[config.mk]
export PLATFORM = sky130hd
export DESIGN_NAME = gbn_tx_channel
export DESIGN_NICKNAME = d
export VERILOG_FILES = /design/src/rtl/gbn_tx_channel.sv
export SDC_FILE = /design/constraint.sdc
export NUM_CORES = 1
export LEC_CHECK = 0
export ABC_AREA = 1
export BUFFER_PORTS_ARGS = -buffer_cell sky130_fd_sc_hd__buf_4
export CORE_AREA = 2 2 95 97
export CTS_CLUSTER_SIZE = 20
export DETAILED_ROUTE_END_ITERATION = 6
export DIE_AREA = 0 0 97 99
export PLACE_DENSITY = 0.74
export SETUP_SLACK_MARGIN = 0.2
export SYNTH_ARGS = -nofsm -noshare
export SYNTH_HDL_FRONTEND = slang
export SYNTH_SLANG_ARGS = --single-unit
[constraint.sdc]
create_clock -name clk -period 3.1 [get_ports clk]
set_clock_uncertainty 0.1 [all_clocks]
set_input_delay 0.31 -clock clk [delete_from_list [all_inputs] [get_ports clk]]
set_output_delay 0.31 -clock clk [all_outputs]
set_load 0.02 [all_outputs]
[src/rtl/gbn_tx_channel.sv]
module gbn_tx_channel #(
  parameter int DATA_W = 16,
  parameter int DEPTH  = 4,
  parameter int RTT    = 4
) (
  input  logic              clk,
  input  logic              rst_n,
  input  logic              arq_en,
  input  logic              in_valid,
  output logic              in_ready,
  input  logic [DATA_W-1:0] in_data,
  input  logic              in_tail,
  output logic              link_valid,
  output logic [DATA_W:0]   link_code,
  output logic              link_tail,
  input  logic              nack,
  output logic              rsv_release
);
  localparam int AW = (DEPTH > 1) ? $clog2(DEPTH) : 1;
  localparam int PW = AW + 1;
  localparam int TW = (RTT > 2) ? $clog2(RTT) : 1;

  logic [DATA_W-1:0] data_q [DEPTH];
  logic [DEPTH-1:0]  tail_q;
  logic [TW-1:0]     tmr_q  [DEPTH];
  logic [PW-1:0]     wr_q, snd_q, ack_q;

  logic [PW-1:0] used;
  logic [AW-1:0] wr_idx, snd_idx, ack_idx;
  logic          has_unsent, inflight, nack_take, push, rel_arq;

  assign used       = wr_q - ack_q;
  assign wr_idx     = wr_q[AW-1:0];
  assign snd_idx    = snd_q[AW-1:0];
  assign ack_idx    = ack_q[AW-1:0];
  assign has_unsent = (snd_q != wr_q);
  assign inflight   = (snd_q != ack_q);
  assign nack_take  = arq_en & nack & inflight;
  assign in_ready   = (used != PW'(DEPTH));
  assign push       = in_valid & in_ready;
  assign rel_arq    = arq_en & inflight & (tmr_q[ack_idx] == '0) & ~nack;

  assign link_valid  = has_unsent & ~nack_take;
  assign link_code   = {^data_q[snd_idx], data_q[snd_idx]};
  assign link_tail   = tail_q[snd_idx];
  assign rsv_release = arq_en ? (rel_arq & tail_q[ack_idx]) : (link_valid & link_tail);

  always_ff @(posedge clk) begin
    if (push) begin
      data_q[wr_idx] <= in_data;
      tail_q[wr_idx] <= in_tail;
    end
  end

  always_ff @(posedge clk) begin
    if (!rst_n) begin
      wr_q  <= '0;
      snd_q <= '0;
      ack_q <= '0;
      for (int i = 0; i < DEPTH; i++) tmr_q[i] <= '0;
    end else begin
      for (int i = 0; i < DEPTH; i++)
        if (tmr_q[i] != '0) tmr_q[i] <= tmr_q[i] - 1'b1;
      if (push) wr_q <= wr_q + 1'b1;
      if (nack_take) begin
        snd_q <= ack_q;
      end else if (link_valid) begin
        snd_q          <= snd_q + 1'b1;
        tmr_q[snd_idx] <= TW'(RTT - 1);
      end
      if (arq_en) begin
        if (rel_arq) ack_q <= ack_q + 1'b1;
      end else if (link_valid) begin
        ack_q <= snd_q + 1'b1;
      end
    end
  end


  no_overflow_chk: assert property (@(posedge clk) disable iff (!rst_n)
    used <= PW'(DEPTH));


  reset_ready_chk: assert property (@(posedge clk)
    !rst_n |=> (in_ready && !link_valid));


  first_send_chk: assert property (@(posedge clk) disable iff (!rst_n)
    (push && used == '0 && !nack) |=> link_valid);


  nack_resend_chk: assert property (@(posedge clk) disable iff (!rst_n)
    (arq_en && nack && inflight) |=> link_valid);


  tail_no_nack_chk: assert property (@(posedge clk) disable iff (!rst_n)
    (arq_en && rsv_release) |-> !nack);


  fifo_tail_chk: assert property (@(posedge clk) disable iff (!rst_n)
    (!arq_en && link_valid && link_tail) |-> rsv_release);
endmodule

### Word level (Yosys, flattened, before mapping)

Memory sizes are Yosys's and may differ from the RTL's. A register that Yosys moved wholly into a read port is not among the register bits.
Index checks and enable logic that the tools add are counted.
Widths: inputs -> output; s select.

| storage, ports and cells | value |
|---|---|
| flip-flop bits (word level) | 13 |
| latch bits | 0 |
| RAM bits | 72 |
| ROM bits | 0 |
| logic and storage cells | 86 |
| memories kept | 2 |

| operators by class | value |
|---|---|
| add/subtract/negate cells | 8 |
| multipliers | 0 |
| div/mod/pow operators | 0 |
| $lt $le $gt $ge | 4 |
| eq/ne operators | 4 |
| shift-type cells | 0 |
| muxes and demuxes | 39 |
| bitwise logic cells | 15 |
| reduce and logical (&&, ||, !) cells | 10 |

Memories:

| name | words | bits a word | read ports | clocked after Yosys merged registers in | write ports | RTL line | RTL |
|---|---|---|---|---|---|---|---|
| data_q | 4 | 16 | 1 | 1 | 1 | 23 | `logic [DATA_W-1:0] data_q [DEPTH];` |
| tmr_q | 4 | 2 | 5 | 1 | 5 | 25 | `logic [TW-1:0] tmr_q [DEPTH];` |

Operator list:

| operator | count |
|---|---|
| $mux 1 | 23 |
| $mux 2 | 8 |
| $reduce_xor 16->1 | 1 |
| $mux 3 | 4 |
| $reduce_bool 2->1 | 6 |
| $add 3x1->3 const B | 3 |
| $and 1x1->1 | 9 |
| $lt 2x3->1 const B | 3 |
| $sub 2x1->2 const B | 4 |
| $ne 3x3->1 | 2 |
| $bmux 1 s2 | 2 |
| $bwmux 4 | 1 |
| $or 1x1->1 | 4 |
| $ne 3x3->1 const B | 1 |
| $sub 3x3->3 | 1 |
| $demux 1 s2 | 1 |
| $ge 2x1->1 const B | 1 |
| $logic_not 2->1 | 1 |
| $ne 2x1->1 const B | 1 |
| $not 1->1 | 2 |
| $reduce_and 2->1 | 1 |
| $logic_and 1x1->1 | 1 |

### Logic depth before layout (Yosys ltp)

Gate-level depths: netlist of the first run.

| depth | value |
|---|---|
| word-level depth | 8 |
| mapped depth | 15 |

### Least setup slack after synthesis of the first run

Ideal clock, no wire load.

| timing path | value |
|---|---|
| kind | register to register |
| start | register ack_q[1] |
| end | memory data_q[3][0], enable pin |
| setup time | 0.392 ns |
| data arrival time | 2.089 ns |
| setup slack | 0.519 ns |
| cell stages (with the launch flop) | 9 |
| buffers on the path | 0 |
| clock period less this slack | 2.581 ns |
| cells stage by stage | dfxtp_1 inv_1 ha_1 nand2_1 nand2_1 o21ai_0 nand4_1 nand2_2 nor2_1 |

| between the ends | value |
|---|---|
| longest elaborated chain between the ends | 5 |

Ends and longest elaborated chain:

| element | RTL line | RTL |
|---|---|---|
| start, declared | 26 | `logic [PW-1:0] wr_q, snd_q, ack_q;` |
| start signal, assigned | 72 | `if (rel_arq) ack_q <= ack_q + 1'b1;` |
| start signal, assigned | 74 | `ack_q <= snd_q + 1'b1;` |
| $sub 3x3->3 | 32 | `assign used = wr_q - ack_q;` |
| $ne 3x3->1 | 39 | `assign in_ready = (used != PW'(DEPTH));` |
| via in_ready | 10 | `output logic in_ready,` |
| $and 1x1->1 | 40 | `assign push = in_valid & in_ready;` |
| $mux 1 | 49 | `if (push) begin` |
| $mux 1 (implied by the code) | 50 | `data_q[wr_idx] <= in_data;` |
| end, declared | 23 |  |

The timed path passes the listed nets, and every way through them passes these cells.

==> results of run 1 <==
## area by class of cell
| class | count | area share |
|---|---|---|
| Timing Repair Buffer | 48 | 0.0711 |
| Tap cell | 108 | 0.0258 |
| Clock buffer | 9 | 0.0236 |
| Clock inverter | 7 | 0.0193 |
| Sequential cell | 89 | 0.470 |
| Multi-Input combinational cell | 387 | 0.359 |
| Inverter | 42 | 0.0315 |
## where the power goes
group          switching [mW]  total (mW)  internal (mW)
registers               0.192        1.79           1.60
clock network           0.441       0.905          0.464
logic                    1.66        2.61          0.947
## placed cells by master, fill, tap and decap left out, drive strengths merged
cell type / n
o21ai: 10
nor2: 13
nand2: 254
a21oi: 9
o31ai: 1
ha: 15
inv: 45
clkinv: 2
clkbuf: 9
xnor2: 7
nand3b: 4
a211oi: 1
bufinv: 2
dfxtp: 21
nand4: 1
or2: 4
xor2: 1
edfxtp: 68
nor3: 4
nand3: 53
buf: 48
o21bai: 2
o211ai: 8
## layer usage
layer  routed length, µm  up-vias
met5                   0        -
met4                  92        0
met3                 603        8
met2                4680       88
met1                3800     1663
li1                    -     1828
## state kept, by name, summed over array words and instances, names as in the netlist, named ones only
signal and cells:
data_q 64, tmr_q 8, tail_q 4, ack_q 3, snd_q 3, wr_q 3
## worst paths after layout
| kind | startpoint | to | slack [ns] | cells after the start |
|---|---|---|---|---|
| setup / recovery | flip-flop | link_code[16] | 0.55 | 14 |
| hold / removal | in_data[4] | data_q[1][4]$_DFFE_PP_ | 0.03 | 1 |
| setup reg to reg | ack_q[1]$_SDFFE_PN0P_ | data_q[3][10]$_DFFE_PP_ | 0.84 | 9 |
| hold reg to reg | wr_q[2]$_SDFFE_PN0P_ | wr_q[2]$_SDFFE_PN0P_ | 0.42 | 1 |
## per-stage QoR
stage	hold slack, ns	util	setup WS, ns	instance area, µm²	power, mW
after global placement	0.396	0.587	0.705	5020	4.34
final	0.0343	0.613	0.547	5240	5.30
after detailed placement	0.412	0.587	0.661	5020	4.43
after CTS	0.0337	0.613	0.258	5240	5.32
after floorplan	0.309	-	0.519	4650	3.73
after global routing	0.0252	0.613	0.271	5240	5.76
## logic make-up after synthesis
logic type               Yosys count  synth area share
XOR/XNOR                           8            0.0151
AO/OA/AOI/OAI                     31            0.0398
adder cells (fa/ha/maj)           15            0.0404
buffers and inverters             58            0.0659
AND/OR/NAND/NOR                  333             0.309
flip-flops                        89             0.529
## worst max-delay path: stages, from the launching register on
cell	delay (ns)
dfxtp_2	0.56
buf_12	0.21
nand2_1	0.08
nand2_1	0.08
nand2_1	0.06
nand2_2	0.09
nand2_1	0.05
nand2_1	0.10
nand2_1	0.07
nand2_1	0.10
nand2_1	0.06
nand2_1	0.06
nand3_1	0.06
nand2_1	0.07
buf_4	0.14
## timing repair
action / in CTS / in global routing
endpoints found under the setup margin: 0 / 1
buffers inserted: 0 / 0
resized for setup: 0 / 1
==> metrics, run 1 <==
Die Y=99 µm; met3 Resource Use GR=0.0447; initial antenna violation count=0; WL/cell=13.3 µm; Initial Util=0.544; footprint of the multi-input gates=about 0.0019 mm²; # H-tree levels=3; cts hold-fix bufs=0; instance count of the mapped netlist=about 530; final std cells w/o fill=690; TNS Setup=0 ns; clk root buf=clkbuf_8; Yosys top cell by area=edfxtp_1; post-route antenna net violation count=0; Port Buf Inserts=42; crit path max fanout=21; CP Class=reg -> out; Setup crit end kind=output pin; vias per inst=5.20; fraction of layout cells with a size suffix above 1=0.180; ys flop type=edfxtp_1; Period minus WS final=2.55 ns; EDFF count, synth=68; Synthesis Warnings=0; Worst-path clk slew=0.10 ns; Max Slew Vio Count=0; average size of a mapped cell=8.71 µm²; maximum clock rate=a little under 400 MHz; grt total ovfl=0; RePlAce Congestion=0.823; clock sink count=a little under 90; RSZ-0062 raised after global routing=false; largest net degree at the start of global routing=34; fraction of registers with async set/reset=0; post-synth cell types=32; Fillers=714; HPWL Detailed=6330 µm; status=complete, no violations; # setup viols final=0; final period utilization=0.824; Leak=roughly 2.4 nW; Reg area=~0.0025 mm²; die area=around 0.0096 mm²; ant diodes=0; Top Ports=43; CTS buffer count=9; Final nets=614; DRT Pass-1 Iters=5; Final Hold Fails=0; drc violations=0; routed wire length=9180 µm; Required @ worst endpoint=around 2.7 ns; max-cap viol count=0; worst-skew pair later-pin latency=0.36 ns; Worst Tran Pin Value=0.516 ns; Worst EP arrival=2.14 ns; Iter 0 DRT Violations=158; met1 Track Usage GR=0.251; first-pass GRT wire length=15,300 µm; startpoint types=flip-flop; row cnt=34; Cell Pwr Density=1010 mW/mm²; GRT Util Overall=0.199; M2 GR Usage=0.343; gr busiest metal=met2; Syn-to-layout area delta=12.8%; Slew headroom=0.656; count leader, synth=nand2_1; vias in the first global route=3,258; vias=3,587; share of the synthesized area in the top cell type=0.439; clock tree buffer depth=2; TritonCTS clock tree=done; synth top area cells=edfxtp_1 44%, nand2_1 18%, dfxtp_1 9.0%, nand3_1 5.6%, nand2_2 4.4%; hold crit path type=in -> reg; total core area=0.00855 mm²; Seq cells post-synth=~90; total nets after synthesis=571; sequential share of the synthesized area=0.529; Cells after DPL=674; peak supply drop=0.526 mV; Post-Syn Area=0.00465 mm²; Synth top cells by count=221 x nand2_1, 68 x edfxtp_1, 52 x nand3_1; Die X=97 µm
Power figures use the tool's default switching activity.
==> inputs of run 2 (changes only) <==
clock period = 2.5 ns   (was 3.1 ns; I/O delays follow)
==> metrics, run 2 (same netlist as run 1, synthesis figures left out) <==
Initial Util=0.544 (unchanged); first-pass GRT wire length=15,600 µm (+2.4%); status=complete, no violations; Required @ worst endpoint=2.15 ns (-0.54 ns); # setup viols final=0 (unchanged); clock tree buffer depth=2 (unchanged); critical path's largest stage delay=0.39 ns (-0.17 ns); CTS buffer count=9 (unchanged); ant diodes=0 (unchanged); row cnt=34 (unchanged); initial antenna violation count=0 (unchanged); total power=7.09 mW (+34%); switch share=0.443 (+0.0103); max reg flops=64 (unchanged); startpoint types=flip-flop; grt total ovfl=0 (unchanged); Max Slew Vio Count=0 (unchanged); Die X=97 µm (unchanged); critical-path cell list=buf_4 > clkbuf_16 > nand2_1 > nand3_1 > nand2_2 > inv_2 > nand2_1 > nand2_2 > nand2_1 > nand2_2 > nand2_2 > nand2_1 > nand2_1 > nand2_2 > buf_6; max-cap viol count=0 (unchanged); largest net degree at the start of global routing=34 (unchanged); Final nets=643 (+4.7%); total core area=0.00855 mm² (unchanged); Worst EP arrival=2.05 ns (-0.09 ns); Iter 0 DRT Violations=199 (+26%); routed wire length=10,200 µm (+11%); Worst Tran Pin Value=0.320 ns (-0.196 ns); fraction of layout cells with a size suffix above 1=0.252 (+0.0716); maximum clock rate=approximately 420 MHz; sequential power share=0.314 (-0.024); WL/cell=14.1 µm (+6.3%); peak supply drop=0.756 mV (+44%); TritonCTS clock tree=done; RePlAce Congestion=0.884 (+7.4%); post-route antenna net violation count=0 (unchanged); Slew headroom=0.785 (+0.129); Cell Pwr Density=1240 mW/mm² (+22%); HPWL Detailed=6530 µm (+3.2%); Cells after DPL=675 (+0.15%); Fillers=667 (-6.6%); combinational share of power=0.541 (+0.049); RSZ-0062 raised after global routing=true; hold crit path type=in -> reg; # H-tree levels=3 (unchanged); final period utilization=0.958; vias=3,745 (+4.4%); Clk network pwr share=0.146 (-0.025); TNS Setup=0 ns (unchanged); Worst-path clk slew=0.09 ns (about the same); Biggest register=data_q; Setup crit end kind=output pin; GRT Util Overall=0.203 (+0.00394); Syn-to-layout area delta=23.2%; CP Class=reg -> out; Final Hold Fails=0 (unchanged); final std cells w/o fill=719 (+4.2%); vias per inst=5.21 (+0.19%); die area=0.00960 mm² (unchanged); clock sink count=89 (unchanged); most frequent cells in the layout=196 x nand2_1, 68 x edfxtp_1, 57 x nand2_2; Place WS=0.295 ns (-0.366 ns); vias in the first global route=3,415 (+4.8%); Die Y=99 µm (unchanged); top flop regs=data_q: 64 flops, tmr_q: 8 flops, tail_q: 4 flops; slowest CP cell=dfxtp_4; P_sw=3.14 mW (+37%); Period minus WS final=around 2.4 ns; drc violations=0 (unchanged); cell-internal power=3.95 mW (+31%); crit path max fanout=8 (-62%); Top Ports=43 (unchanged); clk root buf=clkbuf_8; DRT Pass-1 Iters=5 (unchanged); Port Buf Inserts=42 (unchanged); Leak=2.55 nW (+7.3%); commonest non-fill, non-tap cell in the layout=nand2_1; worst-skew pair later-pin latency=0.35 ns (about the same); worst hold slack=0.122 ns (+0.0877 ns); Final WS setup=0.104 ns (-0.443 ns)
[run 2: cell count changes in the layout (fill, tap and decap cells not counted), sizes merged]
cell         change
inv              +2
clkinv           -1
clkbuf           +3
buf              +7
dlygate4sd3     +17
clkinvlp         +2
bufinv           -1
[run 2: final timing paths]
path	startpoint	end	slack, ns	cells past startpoint
worst max register to register	ack_q[1]$_SDFFE_PN0P_	data_q[0][2]$_DFFE_PP_	0.41	9
worst max-delay path	flip-flop	link_code[16]	0.10	15
worst min register to register	tmr_q[3][1]$_SDFFE_PP1P_	tmr_q[3][1]$_SDFFE_PP1P_	0.43	2
worst min-delay path	rst_n	ack_q[2]$_SDFFE_PN0P_	0.12	3
[run 2: power by group through the flow]
stage | combinational [mW] | clock, mW | sequential (mW)
floorplan | 2.48 | 0 | 2.15
global placement | 3.18 | 0 | 2.22
detailed placement | 3.29 | 0 | 2.23
CTS | 3.37 | 1.05 | 2.22
global route | 4.24 | 1.11 | 2.27
finish | 3.83 | 1.03 | 2.22
[run 2: what timing repair did]
item / in CTS / in global routing
gates resized for setup: 16 / 48
setup buffers: 1 / 5
hold buffers: 17 / 0
endpoints found under the hold margin: 68 / 0
endpoints found under the setup margin: 2 / 69
cloned: 0 / 5
pin swaps: 0 / 17
[run 2: layer usage]
layer / share of wire / vias to the layer above / global-route usage
li1: - / 1891 / -
met1: 0.40 / 1731 / 0.248
met2: 0.52 / 108 / 0.360
met3: 0.057 / 15 / 0.0362
met4: 0.016 / 0 / 0.0780
met5: 0 / - / 0
[run 2: worst max-delay path, delay by kind of cell (launching register included)]
kind / cells / cell delay [ns]
buf+inv: 4 / 0.48
simple gates: 11 / 0.84
flops: 1 / 0.39
[run 2: through the flow]
step,area [µm²],utilization
after global placement,5030,0.588
after CTS,5460,0.639
after global routing,5730,0.670
after detailed placement,5030,0.588
final,5730,0.670
after floorplan,4650,-
[run 2: area by class of cell]
class	instances	area [µm²]	share of cell area
timing repair inverter	2	27.5	0.00480
clock inverter	7	85.1	0.0148
timing repair buffer	75	727	0.127
sequential	89	2480	0.433
clock buffer	9	124	0.0216
inverter	42	189	0.0330
multi-input combinational	387	1960	0.342
tap	108	135	0.0236
